**src/rtl/gpio_pkg.sv**
```systemverilog
package gpio_pkg;
  typedef enum logic [1:0] {
    SZ_NONE = 2'd0,
    SZ_HALF = 2'd1,
    SZ_WORD = 2'd2,
    SZ_RSVD = 2'd3
  } acc_size_e;

  typedef enum logic [1:0] {
    SEL_CTRL = 2'd0,
    SEL_DATA = 2'd1,
    SEL_IRQC = 2'd2,
    SEL_NONE = 2'd3
  } reg_sel_e;
endpackage

```
**src/rtl/gpio_line_resolve.sv**
```systemverilog
module gpio_line_resolve #(
  parameter int unsigned NPINS = 16
) (
  input  logic [NPINS-1:0] cpu_dir,
  input  logic [NPINS-1:0] cpu_data,
  input  logic [NPINS-1:0] per_dir,
  input  logic [NPINS-1:0] per_data,
  input  logic [NPINS-1:0] pull_en,
  output logic [NPINS-1:0] level
);
  for (genvar n = 0; n < NPINS; n++) begin : g_pin
    logic cpu_drv, per_drv, floating;
    always_comb begin
      cpu_drv  = cpu_dir[n] & cpu_data[n];
      per_drv  = per_dir[n] & per_data[n];
      floating = ~(cpu_dir[n] | per_dir[n]);
      level[n] = cpu_drv | per_drv | (floating & pull_en[n]);
    end
  end
endmodule

```
**src/rtl/gpio_port_regs.sv**
```systemverilog
module gpio_port_regs
  import gpio_pkg::*;
#(
  parameter int unsigned NPINS    = 16,
  parameter int unsigned AW       = 4,
  parameter int unsigned BUS_W    = 32,
  parameter int unsigned CTRL_OFS = 0,
  parameter int unsigned DATA_OFS = 4,
  parameter int unsigned IRQC_OFS = 8,
  parameter int unsigned IRQC_W   = 16
) (
  input  logic               clk,
  input  logic               rst_n,
  input  logic               bus_valid,
  input  logic               bus_write,
  input  logic [AW-1:0]      bus_addr,
  input  logic [1:0]         bus_size,
  input  logic [BUS_W-1:0]   bus_wdata,
  input  logic [NPINS-1:0]   pin_now,
  output logic [NPINS-1:0]   dir_q,
  output logic [NPINS-1:0]   pull_q,
  output logic [NPINS-1:0]   data_q,
  output logic [NPINS-1:0]   dir_nx,
  output logic [NPINS-1:0]   pull_nx,
  output logic [NPINS-1:0]   data_nx,
  output logic               port_wr,
  output logic               rsp_valid,
  output logic [BUS_W-1:0]   rsp_rdata,
  output logic               bus_err
);
  localparam int unsigned CW = 2 * NPINS;

  reg_sel_e          sel;
  logic              size_ok, acc_ok;
  logic              ctl_wr, data_wr, irqc_wr, err_now;
  logic [CW-1:0]     ctl_q, ctl_src;
  logic [IRQC_W-1:0] irqc_q;
  logic [BUS_W-1:0]  rd_mux;

  always_comb begin
    if (bus_addr == AW'(CTRL_OFS))      sel = SEL_CTRL;
    else if (bus_addr == AW'(DATA_OFS)) sel = SEL_DATA;
    else if (bus_addr == AW'(IRQC_OFS)) sel = SEL_IRQC;
    else                                sel = SEL_NONE;
  end

  always_comb begin
    unique case (sel)
      SEL_CTRL: size_ok = (bus_size == SZ_WORD);
      SEL_DATA: size_ok = (bus_size == SZ_HALF);
      SEL_IRQC: size_ok = (bus_size == SZ_HALF);
      default:  size_ok = 1'b0;
    endcase
    acc_ok  = bus_valid & size_ok;
    ctl_wr  = acc_ok & bus_write & (sel == SEL_CTRL);
    data_wr = acc_ok & bus_write & (sel == SEL_DATA);
    irqc_wr = acc_ok & bus_write & (sel == SEL_IRQC);
    err_now = bus_valid & (~size_ok | (irqc_wr & (bus_wdata[IRQC_W-1:0] != '0)));
    port_wr = ctl_wr | data_wr;
  end

  always_comb begin
    ctl_src = ctl_wr  ? bus_wdata[CW-1:0]    : ctl_q;
    data_nx = data_wr ? bus_wdata[NPINS-1:0] : data_q;
  end

  for (genvar n = 0; n < NPINS; n++) begin : g_split
    always_comb begin
      dir_q[n]   = ctl_q[2*n];
      pull_q[n]  = ctl_q[2*n+1];
      dir_nx[n]  = ctl_src[2*n];
      pull_nx[n] = ctl_src[2*n+1];
    end
  end

  always_comb begin
    rd_mux = '0;
    if (size_ok) begin
      unique case (sel)
        SEL_CTRL: rd_mux = BUS_W'(ctl_q);
        SEL_DATA: rd_mux = BUS_W'(pin_now);
        SEL_IRQC: rd_mux = BUS_W'(irqc_q);
        default:  rd_mux = '0;
      endcase
    end
  end

  always_ff @(posedge clk) begin
    if (!rst_n) begin
      ctl_q     <= '0;
      data_q    <= '0;
      irqc_q    <= '0;
      rsp_valid <= 1'b0;
      rsp_rdata <= '0;
      bus_err   <= 1'b0;
    end else begin
      ctl_q     <= ctl_src;
      data_q    <= data_nx;
      if (irqc_wr) irqc_q <= bus_wdata[IRQC_W-1:0];
      rsp_valid <= bus_valid & ~bus_write;
      rsp_rdata <= (bus_valid & ~bus_write) ? rd_mux : '0;
      bus_err   <= err_now;
    end
  end


  irqc_nonzero_err_chk: assert property (@(posedge clk) disable iff (!rst_n)
    $past(bus_valid && bus_write && bus_addr == AW'(IRQC_OFS) &&
          bus_size == SZ_HALF && bus_wdata[IRQC_W-1:0] != '0) |-> bus_err);


  ctrl_badsize_hold_chk: assert property (@(posedge clk) disable iff (!rst_n)
    $past(bus_valid && bus_write && bus_addr == AW'(CTRL_OFS) && bus_size != SZ_WORD)
      |-> ($stable(dir_q) && $stable(pull_q) && bus_err));
endmodule

```
**src/rtl/gpio_change_notify.sv**
```systemverilog
module gpio_change_notify #(
  parameter int unsigned NPINS = 16,
  parameter int unsigned NLIST = 4
) (
  input  logic                   clk,
  input  logic                   rst_n,
  input  logic                   port_wr,
  input  logic [NPINS-1:0]       lvl_old,
  input  logic [NPINS-1:0]       lvl_new,
  input  logic [NLIST-1:0]       lst_valid,
  input  logic [NLIST*NPINS-1:0] lst_mask,
  output logic [NLIST-1:0]       notify,
  output logic [NPINS-1:0]       changed_q
);
  logic [NPINS-1:0] delta;
  logic [NLIST-1:0] hit;

  assign delta = lvl_old ^ lvl_new;

  for (genvar i = 0; i < NLIST; i++) begin : g_slot
    always_comb hit[i] = port_wr & lst_valid[i] & (|(lst_mask[i*NPINS +: NPINS] & delta));
  end

  always_ff @(posedge clk) begin
    if (!rst_n) begin
      notify    <= '0;
      changed_q <= '0;
    end else begin
      notify    <= hit;
      changed_q <= port_wr ? delta : '0;
    end
  end


  notify_after_write_chk: assert property (@(posedge clk) disable iff (!rst_n)
    (|notify) |-> $past(port_wr));


  notify_valid_slot_chk: assert property (@(posedge clk) disable iff (!rst_n)
    (notify & ~$past(lst_valid)) == '0);


  notify_needs_change_chk: assert property (@(posedge clk) disable iff (!rst_n)
    (|notify) |-> (changed_q != '0));
endmodule

```
**src/rtl/gpio_pullup_port.sv**
```systemverilog
module gpio_pullup_port #(
  parameter int unsigned NPINS = 16,
  parameter int unsigned NLIST = 4,
  parameter int unsigned AW    = 4,
  parameter int unsigned BUS_W = 32
) (
  input  logic                   clk,
  input  logic                   rst_n,
  input  logic                   bus_valid,
  output logic                   bus_ready,
  input  logic                   bus_write,
  input  logic [AW-1:0]          bus_addr,
  input  logic [1:0]             bus_size,
  input  logic [BUS_W-1:0]       bus_wdata,
  output logic                   rsp_valid,
  output logic [BUS_W-1:0]       rsp_rdata,
  output logic                   bus_err,
  input  logic [NPINS-1:0]       periph_dir,
  input  logic [NPINS-1:0]       periph_data,
  input  logic [NLIST-1:0]       listener_valid,
  input  logic [NLIST*NPINS-1:0] listener_mask,
  output logic [NPINS-1:0]       pin_level,
  output logic [NLIST-1:0]       notify,
  output logic [NPINS-1:0]       notify_changed
);
  logic [NPINS-1:0] dir_q, pull_q, data_q, dir_nx, pull_nx, data_nx;
  logic [NPINS-1:0] lvl_cur, lvl_nxt;
  logic             port_wr;

  assign bus_ready = 1'b1;
  assign pin_level = lvl_cur;

  gpio_port_regs #(.NPINS(NPINS), .AW(AW), .BUS_W(BUS_W)) regs_i (
    .clk(clk), .rst_n(rst_n),
    .bus_valid(bus_valid), .bus_write(bus_write), .bus_addr(bus_addr),
    .bus_size(bus_size), .bus_wdata(bus_wdata), .pin_now(lvl_cur),
    .dir_q(dir_q), .pull_q(pull_q), .data_q(data_q),
    .dir_nx(dir_nx), .pull_nx(pull_nx), .data_nx(data_nx),
    .port_wr(port_wr), .rsp_valid(rsp_valid), .rsp_rdata(rsp_rdata),
    .bus_err(bus_err)
  );

  gpio_line_resolve #(.NPINS(NPINS)) res_cur_i (
    .cpu_dir(dir_q), .cpu_data(data_q), .per_dir(periph_dir),
    .per_data(periph_data), .pull_en(pull_q), .level(lvl_cur)
  );

  gpio_line_resolve #(.NPINS(NPINS)) res_nxt_i (
    .cpu_dir(dir_nx), .cpu_data(data_nx), .per_dir(periph_dir),
    .per_data(periph_data), .pull_en(pull_nx), .level(lvl_nxt)
  );

  gpio_change_notify #(.NPINS(NPINS), .NLIST(NLIST)) chg_i (
    .clk(clk), .rst_n(rst_n), .port_wr(port_wr),
    .lvl_old(lvl_cur), .lvl_new(lvl_nxt),
    .lst_valid(listener_valid), .lst_mask(listener_mask),
    .notify(notify), .changed_q(notify_changed)
  );


  pullup_float_chk: assert property (@(posedge clk) disable iff (!rst_n)
    ((pin_level ^ pull_q) & ~(dir_q | periph_dir)) == '0);
endmodule

```
**config.mk**
```make
export PLATFORM = sky130hd
export DESIGN_NAME = gpio_pullup_port
export DESIGN_NICKNAME = d
export VERILOG_FILES = /design/src/rtl/gpio_pkg.sv /design/src/rtl/gpio_line_resolve.sv /design/src/rtl/gpio_port_regs.sv /design/src/rtl/gpio_change_notify.sv /design/src/rtl/gpio_pullup_port.sv
export SDC_FILE = /design/constraint.sdc
export NUM_CORES = 1
export LEC_CHECK = 0
export BUFFER_PORTS_ARGS = -buffer_cell sky130_fd_sc_hd__buf_2
export CAP_MARGIN = 20
export CELL_PAD_IN_SITES_DETAIL_PLACEMENT = 0
export CELL_PAD_IN_SITES_GLOBAL_PLACEMENT = 1
export CORE_MARGIN = 2
export CORE_UTILIZATION = 37
export CTS_BUF_LIST = sky130_fd_sc_hd__clkbuf_16
export DETAILED_ROUTE_END_ITERATION = 6
export HOLD_SLACK_MARGIN = 0.03
export PLACE_DENSITY_LB_ADDON = 0.08
export SETUP_SLACK_MARGIN = 0.2
export SLEW_MARGIN = 20
export SYNTH_ARGS = -nofsm -noshare
export SYNTH_HDL_FRONTEND = slang
export SYNTH_HIERARCHICAL = 1
export SYNTH_SLANG_ARGS = --single-unit
```
**constraint.sdc**
```tcl
create_clock -name clk -period 4.31 [get_ports clk]
set_input_delay 0.431 -clock clk [delete_from_list [all_inputs] [get_ports clk]]
set_output_delay 0.431 -clock clk [all_outputs]
set_load 0.01 [all_outputs]
```
==> flow_metrics.env <==
export IMPL_grt_pass1_vias=5586
export IMPL_synth_distinct_cells=38
export IMPL_total_power_mw=2.818
export IMPL_syn_nets=725
export IMPL_use_met2_pct=42.99
export IMPL_use_met3_pct=5.330
export IMPL_ys_seq_elements=118
export IMPL_fmax_mhz=249.9
export IMPL_via_count=5408
export IMPL_cts_max_level=4
export IMPL_layout_drive_gt1_share_pct=39.36
export IMPL_required_ns=4.62
export IMPL_grt_busiest_layer="met2"
export IMPL_utilization_pct=50.10
export IMPL_slew_headroom_pct=34.69
export IMPL_synthTopCellsByArea="dfxtp_1 40%, mux2i_1 11%, mux2_2 8.4%, nand2_1 6.3%, a221o_1 5.5%"
export IMPL_drt_wl_total_um=20200
export IMPL_violations="DRC"
export IMPL_critPathKind="in2reg"
export IMPL_hp_class="in2reg"
export IMPL_yosysSeqAreaShare_pct=40.26
export IMPL_cts_buffers_inserted=17
export IMPL_startpoint="bus_addr[1]"
export IMPL_maxCapViolCount=0
export IMPL_period_share_pct=92.84
export IMPL_fin_tns_setup_ns=0
export IMPL_syn_instance_count=578
export IMPL_final_cell_mix="211 x buf_2, 118 x dfxtp_1, 98 x nand2_1"
export IMPL_ant_nets=0
export IMPL_cts_tree="built"
export IMPL_worst_pin_slew_ns=0.9797
export IMPL_end_kind="register"
export IMPL_holdBufCountCts=0
export IMPL_synth_edff_count=0
export IMPL_min_from="listener_valid[1]"
export IMPL_cts_buffer_depth=2
export IMPL_grt_usage_pct=23.57
export IMPL_gp_congestion=0.8911
export IMPL_io_pins=213
export IMPL_synthesis_area_um2=5867
export IMPL_timing_rr_start="regs_i/ctl_q[18]"
export IMPL_die_y_um=129.9
export IMPL_synth_top_cell_area_share_pct=40.26
export IMPL_min_period_ns=4.001
export IMPL_synth_top_cell_by_area="dfxtp_1"
export IMPL_cp_arrival_ns=4.31
export IMPL_drv_slew=0
export IMPL_status="complete, but fails checks"
export IMPL_multi_input_area_um2=3287
export IMPL_power_leakage_nw=3.457
export IMPL_nNetsFinal=953
export IMPL_io_buffers=211
export IMPL_clock_root_buffer="clkbuf_16"
export IMPL_p_per_area_nw_per_um2=358.0
export IMPL_placed_cells=1001
export IMPL_worstPathMaxFanout=14
export IMPL_rsz0062_at_grt="false"
export IMPL_syn_to_final_growth_pct=34.17
export IMPL_setup_viol=0
export IMPL_drtIter0Drc=422
export IMPL_start_util_pct=37.34
export IMPL_die_area_um2=16880
export IMPL_clk_pin_slew_ns=0.05
export IMPL_synth_flop_cell="dfxtp_1"
export IMPL_drt_pre_antenna_iters=7
export IMPL_grt_pass1_wl_um=29900
export IMPL_core_area_um2=15710
export IMPL_cp_start_kind="input pin"
export IMPL_overflow=0
export IMPL_final_seq_area_um2=2362
export IMPL_cts_sinks=118
export IMPL_wl_per_cell_um=19.52
export IMPL_num_fill_cells=1516
export IMPL_layout_cells_non_filler=1035
export IMPL_die_w_um=129.9
export IMPL_ys_warnings_count=6
export IMPL_met1_usage_pct=26.38
export IMPL_hold_slack_ns=0.2391
export IMPL_avgSynthCellArea_um2=10.15
export IMPL_num_rows=46
export IMPL_grt_max_degree=98
export IMPL_hold_violations=0
export IMPL_async_reset_ff_share_pct=0
export IMPL_hpwlAfterDp_um=15150
export IMPL_drc=5
export IMPL_finalClockSkew_ns=0.007696
export IMPL_vdd_drop_max_mv=0.2602
export IMPL_avgViaCountPerCell=5.225
export IMPL_layout_commonest_cell="buf_2"
export IMPL_clk_latency_ns=0.42
export IMPL_antenna_found_initial=0
==> synthesized netlist by cell type, drive strengths merged (5+ instances only) <==
master  count
nor3b      32
a22o       16
clkbuf     19
a222oi     16
nand2      98
a221o      32
dfxtp     118
a221oi     16
and2       33
buf        15
mux2       48
nor2       16
ha          5
mux2i      64
xor2       16
==> flip-flops by register name, indices dropped and copies added, names as in the netlist <==
register,flops
regs_i/ctl_q,32
regs_i/rsp_rdata,32
chg_i/changed_q,16
regs_i/data_q,16
regs_i/irqc_q,16
chg_i/notify,4
regs_i/bus_err,1
regs_i/rsp_valid,1
==> routing by layer <==
metal  up-vias  part of all wire, %
met5         -                    0
met4         0                  2.6
met3        28                  7.3
met2       219                   49
met1      2545                   41
li1       2616                    -
==> logic make-up after synthesis <==
| logic type | synth area share [%] |
|---|---|
| simple gates | 17.08 |
| flops | 40.26 |
| mux | 20.13 |
| compound gates | 15.12 |
| buf+inv | 3.881 |
| xor+xnor | 2.388 |
| fa+ha+maj | 1.066 |
| other cells | 0.06392 |
==> through the flow <==
stage                     area, µm²  worst slack, ns
after floorplan                5867           0.2991
after detailed placement       7238          -0.1650
after CTS                      7834           0.2700
after global routing           7869           0.2343
final                          7871           0.3086
after global placement         7238         -0.04287
==> worst paths after layout <==
check / to / slack [ns] / cells past startpoint
max: chg_i/notify[0] / 0.31 / 15
min: chg_i/notify[1] / 0.24 / 2
max reg2reg: chg_i/notify[0] / 1.98 / 7
min reg2reg: regs_i/irqc_q[2] / 0.46 / 2
==> area by class of cell <==
class                           count  share of cell area, %
Multi-Input combinational cell    422                  41.76
Sequential cell                   118                  30.01
Timing Repair Buffer              243                  17.01
Clock buffer                       17                  5.405
Tap cell                          216                  3.433
Clock inverter                     14                  2.162
Inverter                            4                 0.1907
Antenna cell                        1                0.03179
==> power by group <==
part	internal (mW)	switching (mW)	leakage [nW]
clock network	0.949	0.499	0.305
registers	1.09	0.000512	0.950
logic	0.118	0.158	2.20
total	2.16	0.658	3.46
==> worst max-delay path, cell delays in order <==
cell and delay [ns]:
buf_2 0.10, or3_1 0.39, ha_1 0.33, or3b_4 0.45, a211oi_4 0.28, buf_4 0.18, clkbuf_16 0.18, mux2_2 0.34
nor3b_1 0.14, a221o_1 0.27, xor2_1 0.24, a22o_2 0.26, a221oi_1 0.37, nand4_1 0.13, and3_1 0.20
==> what timing repair did <==
action,CTS,global route
endpoints found under the setup margin,0,2
resized for setup,0,1
buffers inserted,0,1
No activity file was read; power rests on OpenSTA's default activity.
